[src/rtl/bpwm_pkg.sv]
package bpwm_pkg;
  localparam int CMD_W = 8;
  typedef logic [CMD_W-1:0] cmd_t;

  localparam cmd_t CMD_EN_MASK = 8'h1F;

  function automatic cmd_t cmd_high(input int ch);
    return cmd_t'(16 + 2 * ch);
  endfunction

  function automatic cmd_t cmd_low(input int ch);
    return cmd_t'(17 + 2 * ch);
  endfunction

  function automatic cmd_t cmd_burst(input int ch);
    return cmd_t'(20 + ch);
  endfunction

  typedef enum logic {
    PH_HIGH = 1'b0,
    PH_LOW  = 1'b1
  } phase_e;
endpackage

[src/rtl/bpwm_tick_gen.sv]
module bpwm_tick_gen #(
  parameter int CLK_DIV = 10000
) (
  input  logic clk,
  input  logic rst_n,
  output logic tick
);
  localparam int W = (CLK_DIV > 1) ? $clog2(CLK_DIV) : 1;
  localparam logic [W-1:0] LAST = W'(CLK_DIV - 1);

  logic [W-1:0] cnt_q;
  logic [W-1:0] cnt_d;

  always_comb begin
    tick  = (cnt_q == LAST);
    cnt_d = tick ? '0 : cnt_q + 1'b1;
  end

  always_ff @(posedge clk or negedge rst_n) begin
    if (!rst_n) cnt_q <= '0;
    else        cnt_q <= cnt_d;
  end
endmodule

[src/rtl/bpwm_cfg_regs.sv]
module bpwm_cfg_regs
  import bpwm_pkg::*;
#(
  parameter int NUM_CH = 2,
  parameter int DUR_W  = 16
) (
  input  logic                         clk,
  input  logic                         rst_n,
  input  logic                         cfg_wr,
  input  cmd_t                         cfg_cmd,
  input  logic [DUR_W-1:0]             cfg_val,
  input  logic [NUM_CH-1:0]            chan_done,
  input  cmd_t                         qry_sel,
  output logic [NUM_CH-1:0]            en_mask,
  output logic [NUM_CH-1:0][DUR_W-1:0] hi_dur,
  output logic [NUM_CH-1:0][DUR_W-1:0] lo_dur,
  output logic [NUM_CH-1:0][DUR_W-1:0] burst_len,
  output logic [DUR_W-1:0]             qry_data
);
  localparam logic [DUR_W-1:0] DUR_MIN = DUR_W'(1);

  logic [NUM_CH-1:0] mask_d;
  logic [DUR_W-1:0]  dur_val;
  logic              mask_wr;

  assign dur_val = (cfg_val == '0) ? DUR_MIN : cfg_val;
  assign mask_wr = cfg_wr && (cfg_cmd == CMD_EN_MASK);

  // Enable mask: completion clears a bit, a mask write overrides both
  always_comb begin
    mask_d = en_mask & ~chan_done;
    if (mask_wr) mask_d = cfg_val[NUM_CH-1:0];
  end

  always_ff @(posedge clk or negedge rst_n) begin
    if (!rst_n) en_mask <= '0;
    else        en_mask <= mask_d;
  end

  for (genvar g = 0; g < NUM_CH; g++) begin : g_ch
    logic             wr_hi, wr_lo, wr_bu;
    logic [DUR_W-1:0] hi_d, lo_d, bu_d;

    always_comb begin
      wr_hi = cfg_wr && !en_mask[g] && (cfg_cmd == cmd_high(g));
      wr_lo = cfg_wr && !en_mask[g] && (cfg_cmd == cmd_low(g));
      wr_bu = cfg_wr && !en_mask[g] && (cfg_cmd == cmd_burst(g));
      hi_d  = wr_hi ? dur_val : hi_dur[g];
      lo_d  = wr_lo ? dur_val : lo_dur[g];
      bu_d  = wr_bu ? cfg_val : burst_len[g];
    end

    always_ff @(posedge clk or negedge rst_n) begin
      if (!rst_n) begin
        hi_dur[g]    <= DUR_MIN;
        lo_dur[g]    <= DUR_MIN;
        burst_len[g] <= '0;
      end else begin
        hi_dur[g]    <= hi_d;
        lo_dur[g]    <= lo_d;
        burst_len[g] <= bu_d;
      end
    end
  end

  // Readback: the code that writes a setting also selects it
  always_comb begin
    qry_data = '0;
    if (qry_sel == CMD_EN_MASK) qry_data = DUR_W'(en_mask);
    for (int i = 0; i < NUM_CH; i++) begin
      if (qry_sel == cmd_high(i))  qry_data = hi_dur[i];
      if (qry_sel == cmd_low(i))   qry_data = lo_dur[i];
      if (qry_sel == cmd_burst(i)) qry_data = burst_len[i];
    end
  end
endmodule

[src/rtl/bpwm_chan.sv]
module bpwm_chan
  import bpwm_pkg::*;
#(
  parameter int DUR_W = 16
) (
  input  logic             clk,
  input  logic             rst_n,
  input  logic             tick,
  input  logic             en,
  input  logic [DUR_W-1:0] hi_len,
  input  logic [DUR_W-1:0] lo_len,
  input  logic [DUR_W-1:0] burst_len,
  output logic             pwm,
  output logic             done
);
  phase_e           phase_q, phase_d;
  logic [DUR_W-1:0] cnt_q, cnt_d;
  logic [DUR_W-1:0] per_q, per_d;
  logic [DUR_W-1:0] limit;
  logic             phase_end;
  logic             burst_end;
  logic             bursting;

  always_comb begin
    limit     = (phase_q == PH_HIGH) ? hi_len : lo_len;
    bursting  = (burst_len != '0);
    phase_end = tick && (cnt_q == limit - 1'b1);
    burst_end = phase_end && (phase_q == PH_LOW) && bursting &&
                (per_q == burst_len - 1'b1);
    done      = en && burst_end;
    pwm       = en && (phase_q == PH_HIGH);
  end

  always_comb begin
    phase_d = phase_q;
    cnt_d   = cnt_q;
    per_d   = per_q;
    if (!en) begin
      phase_d = PH_HIGH;
      cnt_d   = '0;
      per_d   = '0;
    end else if (tick) begin
      if (phase_end) begin
        cnt_d = '0;
        if (phase_q == PH_HIGH) begin
          phase_d = PH_LOW;
        end else begin
          phase_d = PH_HIGH;
          if (burst_end)     per_d = '0;
          else if (bursting) per_d = per_q + 1'b1;
        end
      end else begin
        cnt_d = cnt_q + 1'b1;
      end
    end
  end

  always_ff @(posedge clk or negedge rst_n) begin
    if (!rst_n) begin
      phase_q <= PH_HIGH;
      cnt_q   <= '0;
      per_q   <= '0;
    end else begin
      phase_q <= phase_d;
      cnt_q   <= cnt_d;
      per_q   <= per_d;
    end
  end
endmodule

[src/rtl/twin_burst_pwm.sv]
module twin_burst_pwm
  import bpwm_pkg::*;
#(
  parameter int NUM_CH  = 2,
  parameter int DUR_W   = 16,
  parameter int CLK_DIV = 10000
) (
  input  logic              clk,
  input  logic              rst_n,
  input  logic              cfg_wr,
  input  logic [7:0]        cfg_cmd,
  input  logic [15:0]       cfg_val,
  input  logic [7:0]        qry_sel,
  output logic [15:0]       qry_data,
  output logic [NUM_CH-1:0] pwm_out
);
  logic                         rst_meta_q;
  logic                         rst_sync_n;
  logic                         tick;
  logic [NUM_CH-1:0]            en_mask;
  logic [NUM_CH-1:0]            chan_done;
  logic [NUM_CH-1:0][DUR_W-1:0] hi_dur;
  logic [NUM_CH-1:0][DUR_W-1:0] lo_dur;
  logic [NUM_CH-1:0][DUR_W-1:0] burst_len;

  always_ff @(posedge clk or negedge rst_n) begin
    if (!rst_n) begin
      rst_meta_q <= 1'b0;
      rst_sync_n <= 1'b0;
    end else begin
      rst_meta_q <= 1'b1;
      rst_sync_n <= rst_meta_q;
    end
  end

  bpwm_tick_gen #(.CLK_DIV(CLK_DIV)) tick_i (
    .clk  (clk),
    .rst_n(rst_sync_n),
    .tick (tick)
  );

  bpwm_cfg_regs #(.NUM_CH(NUM_CH), .DUR_W(DUR_W)) cfg_i (
    .clk      (clk),
    .rst_n    (rst_sync_n),
    .cfg_wr   (cfg_wr),
    .cfg_cmd  (cfg_cmd),
    .cfg_val  (cfg_val),
    .chan_done(chan_done),
    .qry_sel  (qry_sel),
    .en_mask  (en_mask),
    .hi_dur   (hi_dur),
    .lo_dur   (lo_dur),
    .burst_len(burst_len),
    .qry_data (qry_data)
  );

  for (genvar g = 0; g < NUM_CH; g++) begin : g_chan
    bpwm_chan #(.DUR_W(DUR_W)) chan_i (
      .clk      (clk),
      .rst_n    (rst_sync_n),
      .tick     (tick),
      .en       (en_mask[g]),
      .hi_len   (hi_dur[g]),
      .lo_len   (lo_dur[g]),
      .burst_len(burst_len[g]),
      .pwm      (pwm_out[g]),
      .done     (chan_done[g])
    );
  end
endmodule

[config.mk]
export PLATFORM = sky130hd
export DESIGN_NAME = twin_burst_pwm
export DESIGN_NICKNAME = d
export VERILOG_FILES = /design/src/rtl/bpwm_pkg.sv /design/src/rtl/bpwm_tick_gen.sv /design/src/rtl/bpwm_cfg_regs.sv /design/src/rtl/bpwm_chan.sv /design/src/rtl/twin_burst_pwm.sv
export SDC_FILE = /design/constraint.sdc
export NUM_CORES = 1
export LEC_CHECK = 0
export BUFFER_PORTS_ARGS = -buffer_cell sky130_fd_sc_hd__buf_4
export CAP_MARGIN = 10
export CORE_ASPECT_RATIO = 1.25
export CORE_MARGIN = 5
export CORE_UTILIZATION = 54
export CTS_CLUSTER_SIZE = 12
export DETAILED_ROUTE_END_ITERATION = 8
export GPL_TIMING_DRIVEN = 0
export PLACE_DENSITY = 0.71
export SLEW_MARGIN = 10
export SYNTH_ARGS = -nofsm -noshare
export SYNTH_HDL_FRONTEND = slang
export SYNTH_HIERARCHICAL = 1
export SYNTH_SLANG_ARGS = --single-unit
[constraint.sdc]
create_clock -name clk -period 7.6 [get_ports clk]
set_input_delay 1.52 -clock clk [delete_from_list [all_inputs] [get_ports clk]]
set_output_delay 1.52 -clock clk [all_outputs]
set_load 0.1 [all_outputs]
Word-level counts from Yosys, hierarchy flattened
Index checks and enable logic that the tools add are counted.
Storage, ports and cells
  register bits: 180
  bits in read-only memories: 0
  bits in writable memories: 0
  memories: 0
  latch bits: 0
  logic and storage cells: 124
Operators by class
  bitwise logic cells: 4
  order comparisons: 0
  reduce and logical (&&, ||, !) cells: 30
  divide/modulo/power cells: 0
  shifts and indexed selects: 0
  equality and inequality tests: 27
  muxes and demuxes: 38
  multiply operators: 0
  add/sub/neg operators: 9
Operators with widths (count)
  16-bit 2-to-1 mux: 27
  8-bit by 5-bit equality test with 1-bit output (second input constant): 14
  16-bit by 1-bit adder with 16-bit output (second input constant): 4
  16-bit equality test: 4
  16-bit by 1-bit subtractor with 16-bit output (second input constant): 4
  16-bit nonzero test: 2
  1-bit logical AND: 21
  16-bit logical NOT: 1
  14-bit by 1-bit adder with 14-bit output (second input constant): 1
  14-bit equality test (second input constant): 1
  14-bit 2-to-1 mux: 1
  1-bit 2-to-1 mux: 8
  2-bit by 1-bit inequality test with 1-bit output (second input constant): 4
  4-bit AND reduction: 2
  2-bit 2-to-1 mux: 2
  2-bit inequality test (second input constant): 2
  2-bit AND reduction: 2
  3-bit by 1-bit inequality test with 1-bit output (second input constant): 1
  3-bit inequality test (second input constant): 1
  2-bit bitwise AND: 1
  1-bit logical NOT: 2
  1-bit NOT: 2
  2-bit NOT: 1

Logic depth before layout (Yosys ltp)
  depth after elaboration: 12
  gate-level depth with buffers: 15
  depth with buffers taken out: 12

Hierarchy
The synthesis kept the hierarchy.
Modules (own cells, without submodules)
  bpwm_cfg_regs: area an instance 4982.3 µm², cells an instance 415, times used 1
  bpwm_chan (g_chan[1].chan_i): area an instance 3380.7 µm², cells an instance 417, times used 1
  bpwm_chan (g_chan[0].chan_i): area an instance 3165.5 µm², cells an instance 396, times used 1
  bpwm_tick_gen: area an instance 668.1 µm², cells an instance 62, times used 1
  twin_burst_pwm: area an instance 53.8 µm², cells an instance 3, times used 1

Worst setup path after synthesis
Ideal clock, no wire load.
  kind: input -> output
  start point: in qry_sel[5]
  end point: out qry_data[11]
  data required time: 6080 ps
  path buffers: 1
  stages: 5
  arrival: 4180 ps
  slack: 1900 ps
  cells stage by stage: or4b_1 clkbuf_1 nor3_1 o21ai_0 o211ai_1
Between the ends
  longest elaborated chain between the ends: 7
  elaborated cells on any way between the ends: 12
  classes of those cells: 6 x eq/ne; 6 x mux
RTL lines
  from (decl): line twin_burst_pwm.sv:13  | input logic [7:0] qry_sel,
  8-bit by 5-bit equality test with 1-bit output: line bpwm_cfg_regs.sv:71  | if (qry_sel == cmd_high(i)) qry_data = hi_dur[i];
  16-bit 2-to-1 mux: line bpwm_cfg_regs.sv:71
  16-bit 2-to-1 mux: line bpwm_cfg_regs.sv:72  | if (qry_sel == cmd_low(i)) qry_data = lo_dur[i];
  16-bit 2-to-1 mux: line bpwm_cfg_regs.sv:73  | if (qry_sel == cmd_burst(i)) qry_data = burst_len[i];
  16-bit 2-to-1 mux: line bpwm_cfg_regs.sv:71
  16-bit 2-to-1 mux: line bpwm_cfg_regs.sv:72
  16-bit 2-to-1 mux (*): line bpwm_cfg_regs.sv:73
  to (decl): line twin_burst_pwm.sv:14  | output logic [15:0] qry_data,
Mark *: on every way between the ends. The rest lies on a longest branch, timed or not.

Worst setup path in the final report
  start point: in qry_sel[5]
  end point: out qry_data[15]
The elaborated chain is that of the path after synthesis.

==> run metrics <==
fin util 0.6172; largest net degree at the start of global routing 64; Yosys reg bits 180; Setup TNS Final 0 ns; XOR/XNOR Fraction of Synth Area 0.09325; Worst Hold Slack 0.2898 ns; Mapped Nets 1338; core area 0.02229 sq mm; P_leak 5.800 nW; Post-synth EDFFs 0; postcts setup bufs 0; Fin. Hold Viols 0; P_sw 0.5410 mW; antenna viol nets, final 0; post-synthesis mux area share 0.1277; Crit Path Class in2out; sequential power share 0.453; DR iter-0 viols 834; Max Cap Viol 0; Worst setup SP type primary input; crit path cell chain buf_4, or4b_1, clkbuf_1, nor3_1, o21ai_0, o211ai_1, buf_4; combinational share of power 0.078; Diodes inserted 0; initial antenna violation count 0; Final setup viols 0; Largest delay share family, worst path simple AND/OR/NAND/NOR gates; RSZ-0062 raised after global routing false; row count 61; commonest non-fill, non-tap cell in the layout dfrtp_1; clk_skew 0.01496 ns; Register Area 0.004513 sq mm; vias in the first global route 10130; CP dominant cell by count buf_4; Yosys top cell area share 0.3595; Post-CTS Resized 0; clk sinks 180; synthesized area per cell 9.474 sq um; number of port buffers 50; Pwr Total 2.206 mW; peak supply drop 0.1489 mV; Total Wirelength 34470 um; cell taking the most area after synthesis dfrtp_1; min Tclk post-route 5.458 ns; DR vias 10440; crit path max fanout 8; clock latency on the worst-skew pair 0.44 ns; Critical Path AT 3.94 ns; Synth area leaders dfrtp_1, mux2_2, xnor2_1, xor2_1, nor2_1; TritonCTS clock tree done; Post-CTS Hold Buffers 0; gr usage total 0.2744; wire length per cell 20.74 um; register area share after synthesis 0.3681; maximum buffer depth of the clock tree 2; predominant post-synthesis flop cell dfrtp_1; Syn Std Cell Area 0.01225 sq mm; Required @ worst endpoint 6.08 ns; Die Y 178.4 um; Fill cells 1913; Synth Area in Adders 0.01021; drt first pass iters 5; Slowest-stage cell, CP nor3_1; remaining global-route overflow 0; Initial Util 0.5497; num ports 53; HP Class reg2async; clock-pin slew on the worst setup and hold paths 0.07 ns; Unique masters post-synth 97; CTS H-tree depth 4; peak per-stage delay on the critical path 0.63 ns; slew margin rel. 0.2358; status finished clean; commonest cells after routing, fill and taps aside dfrtp_1, nor2_1, nand2_1; ys async rst share 1.000; Mapped Cells 1293; yosys warns 6; cell-internal power 1.665 mW; via density per instance 6.283; area occupied by multi-input gates 0.007282 sq mm; die footprint 0.02582 sq mm; Die W 144.7 um; Num CTS Buffers 17; HPWL after DPL 25630 um; CTS root buffer clkbuf_16; synthesis-to-layout area growth 12.28%; Synth Area in Compound Gates 0.1243; Synth Area in Simple Gates 0.2382; Max Slew Vio Count 0; largest family of logic cells by synthesized area simple AND/OR/NAND/NOR gates; sw frac 0.2452; period utilisation layout 0.7181; Buf/Inv on CP 3; FMAX 0.1832 GHz; fin nets 1411; share of layout cells above drive strength 1 0.1914; global-route wire length before repair 55440 um; Clock power frac 0.469; Placer Congestion 0.9826; nature of the critical path endpoint output port; Tightest Pin Transition 1.138 ns; Remaining DRCs 0; PD cells 160.4 mW/mm^2
[sequential cells by signal, summed over array words and instances (netlist names)]
name / count
cfg_i/burst_len: 32
cfg_i/lo_dur: 32
g_chan.chan_i/phase_q: 2
g_chan.chan_i/per_q: 32
g_chan.chan_i/cnt_q: 32
cfg_i/en_mask: 2
rst_meta_q: 1
cfg_i/hi_dur: 32
rst_sync_n: 1
tick_i/cnt_q: 14
[layer usage]
metal | up-vias | track usage | share of wire
met5 | - | 0 | 0
met4 | 0 | 0.07893 | 0.027
met3 | 62 | 0.04237 | 0.057
met2 | 344 | 0.4397 | 0.47
met1 | 5161 | 0.3861 | 0.44
li1 | 4876 | - | -
[Yosys cell counts, drive strengths merged (3+ instances only)]
library cell / n
clkbuf: 35
or4b: 5
nand3: 43
o2111ai: 3
a21boi: 5
a31oi: 5
nor3: 50
buf: 31
mux2i: 37
nor3b: 18
a22oi: 3
nand4b: 9
o21a: 3
a211oi: 4
or2: 10
and4: 7
o211ai: 25
o22ai: 25
o32ai: 5
xnor2: 76
nor4b: 10
nor4: 30
mux2: 98
nand3b: 11
and2: 3
o221ai: 8
o21ai: 32
dfrtp: 176
nand2b: 33
nor2b: 7
ha: 10
or3b: 5
a32o: 7
dfstp: 4
a21oi: 76
nand4: 13
or3: 19
and3: 14
o31ai: 4
inv: 26
or4: 6
nand2: 100
xor2: 51
nor2: 118
[final timing paths]
| kind | depth (start not counted) | slack [ns] | startpoint | end |
|---|---|---|---|---|
| min in group clk | 0 | 0.36 | rst_meta_q | rst_sync_n |
| worst min-delay path | 0 | 0.29 | rst_sync_n | g_chan[1].chan_i/cnt_q[14] |
| worst max-delay path | 7 | 2.14 | qry_sel[5] | qry_data[15] |
| max in group asynchronous | 2 | 6.36 | rst_sync_n | cfg_i/hi_dur[0] |
| worst min register to register | 0 | 0.29 | rst_sync_n | g_chan[1].chan_i/cnt_q[14] |
| worst max register to register | 11 | 3.66 | tick_i/cnt_q[7] | g_chan[0].chan_i/cnt_q[7] |
[logic make-up after synthesis]
group	count (synthesis)
AND/OR/NAND/NOR	518
AO/OA/AOI/OAI	229
flip-flops	180
multiplexers	135
XOR/XNOR	128
buffers and inverters	92
adder cells (fa/ha/maj)	10
other	1
[cell type report]
class,instances,share of cell area
Inverter,26,0.007095
Buffer,66,0.02674
Multi-Input combinational cell,1021,0.5294
Timing Repair Buffer,54,0.03329
Clock buffer,18,0.03193
Sequential cell,180,0.3281
Clock inverter,14,0.01765
Tap cell,283,0.02574
[power groups by stage]
stage / logic [mW] / clock network, mW / registers [mW]
after detailed placement: 0.171 / 0 / 1.02
after CTS: 0.171 / 1.05 / 0.999
after global routing: 0.188 / 1.09 / 1.00
after global placement: 0.149 / 0 / 1.03
after floorplan: 0.0979 / 0 / 1.02
final: 0.172 / 1.04 / 0.999
[worst reg2reg max path: cells and delay by family, from the launching register on]
kind,cells,cell delay (ns)
and+or+nand+nor,8,2.75
buffers and inverters,3,0.64
DFF,1,0.43
[stage by stage]
step	instance area [sq um]	worst slack, ns	std cells
global route	13750	1.967	1662
CTS	13750	2.160	1662
global placement	12980	0.05486	1626
detailed placement	13070	2.171	1630
floorplan	12250	1.900	1293
finish	13750	2.142	1662
(Power assumes the default switching activity.)
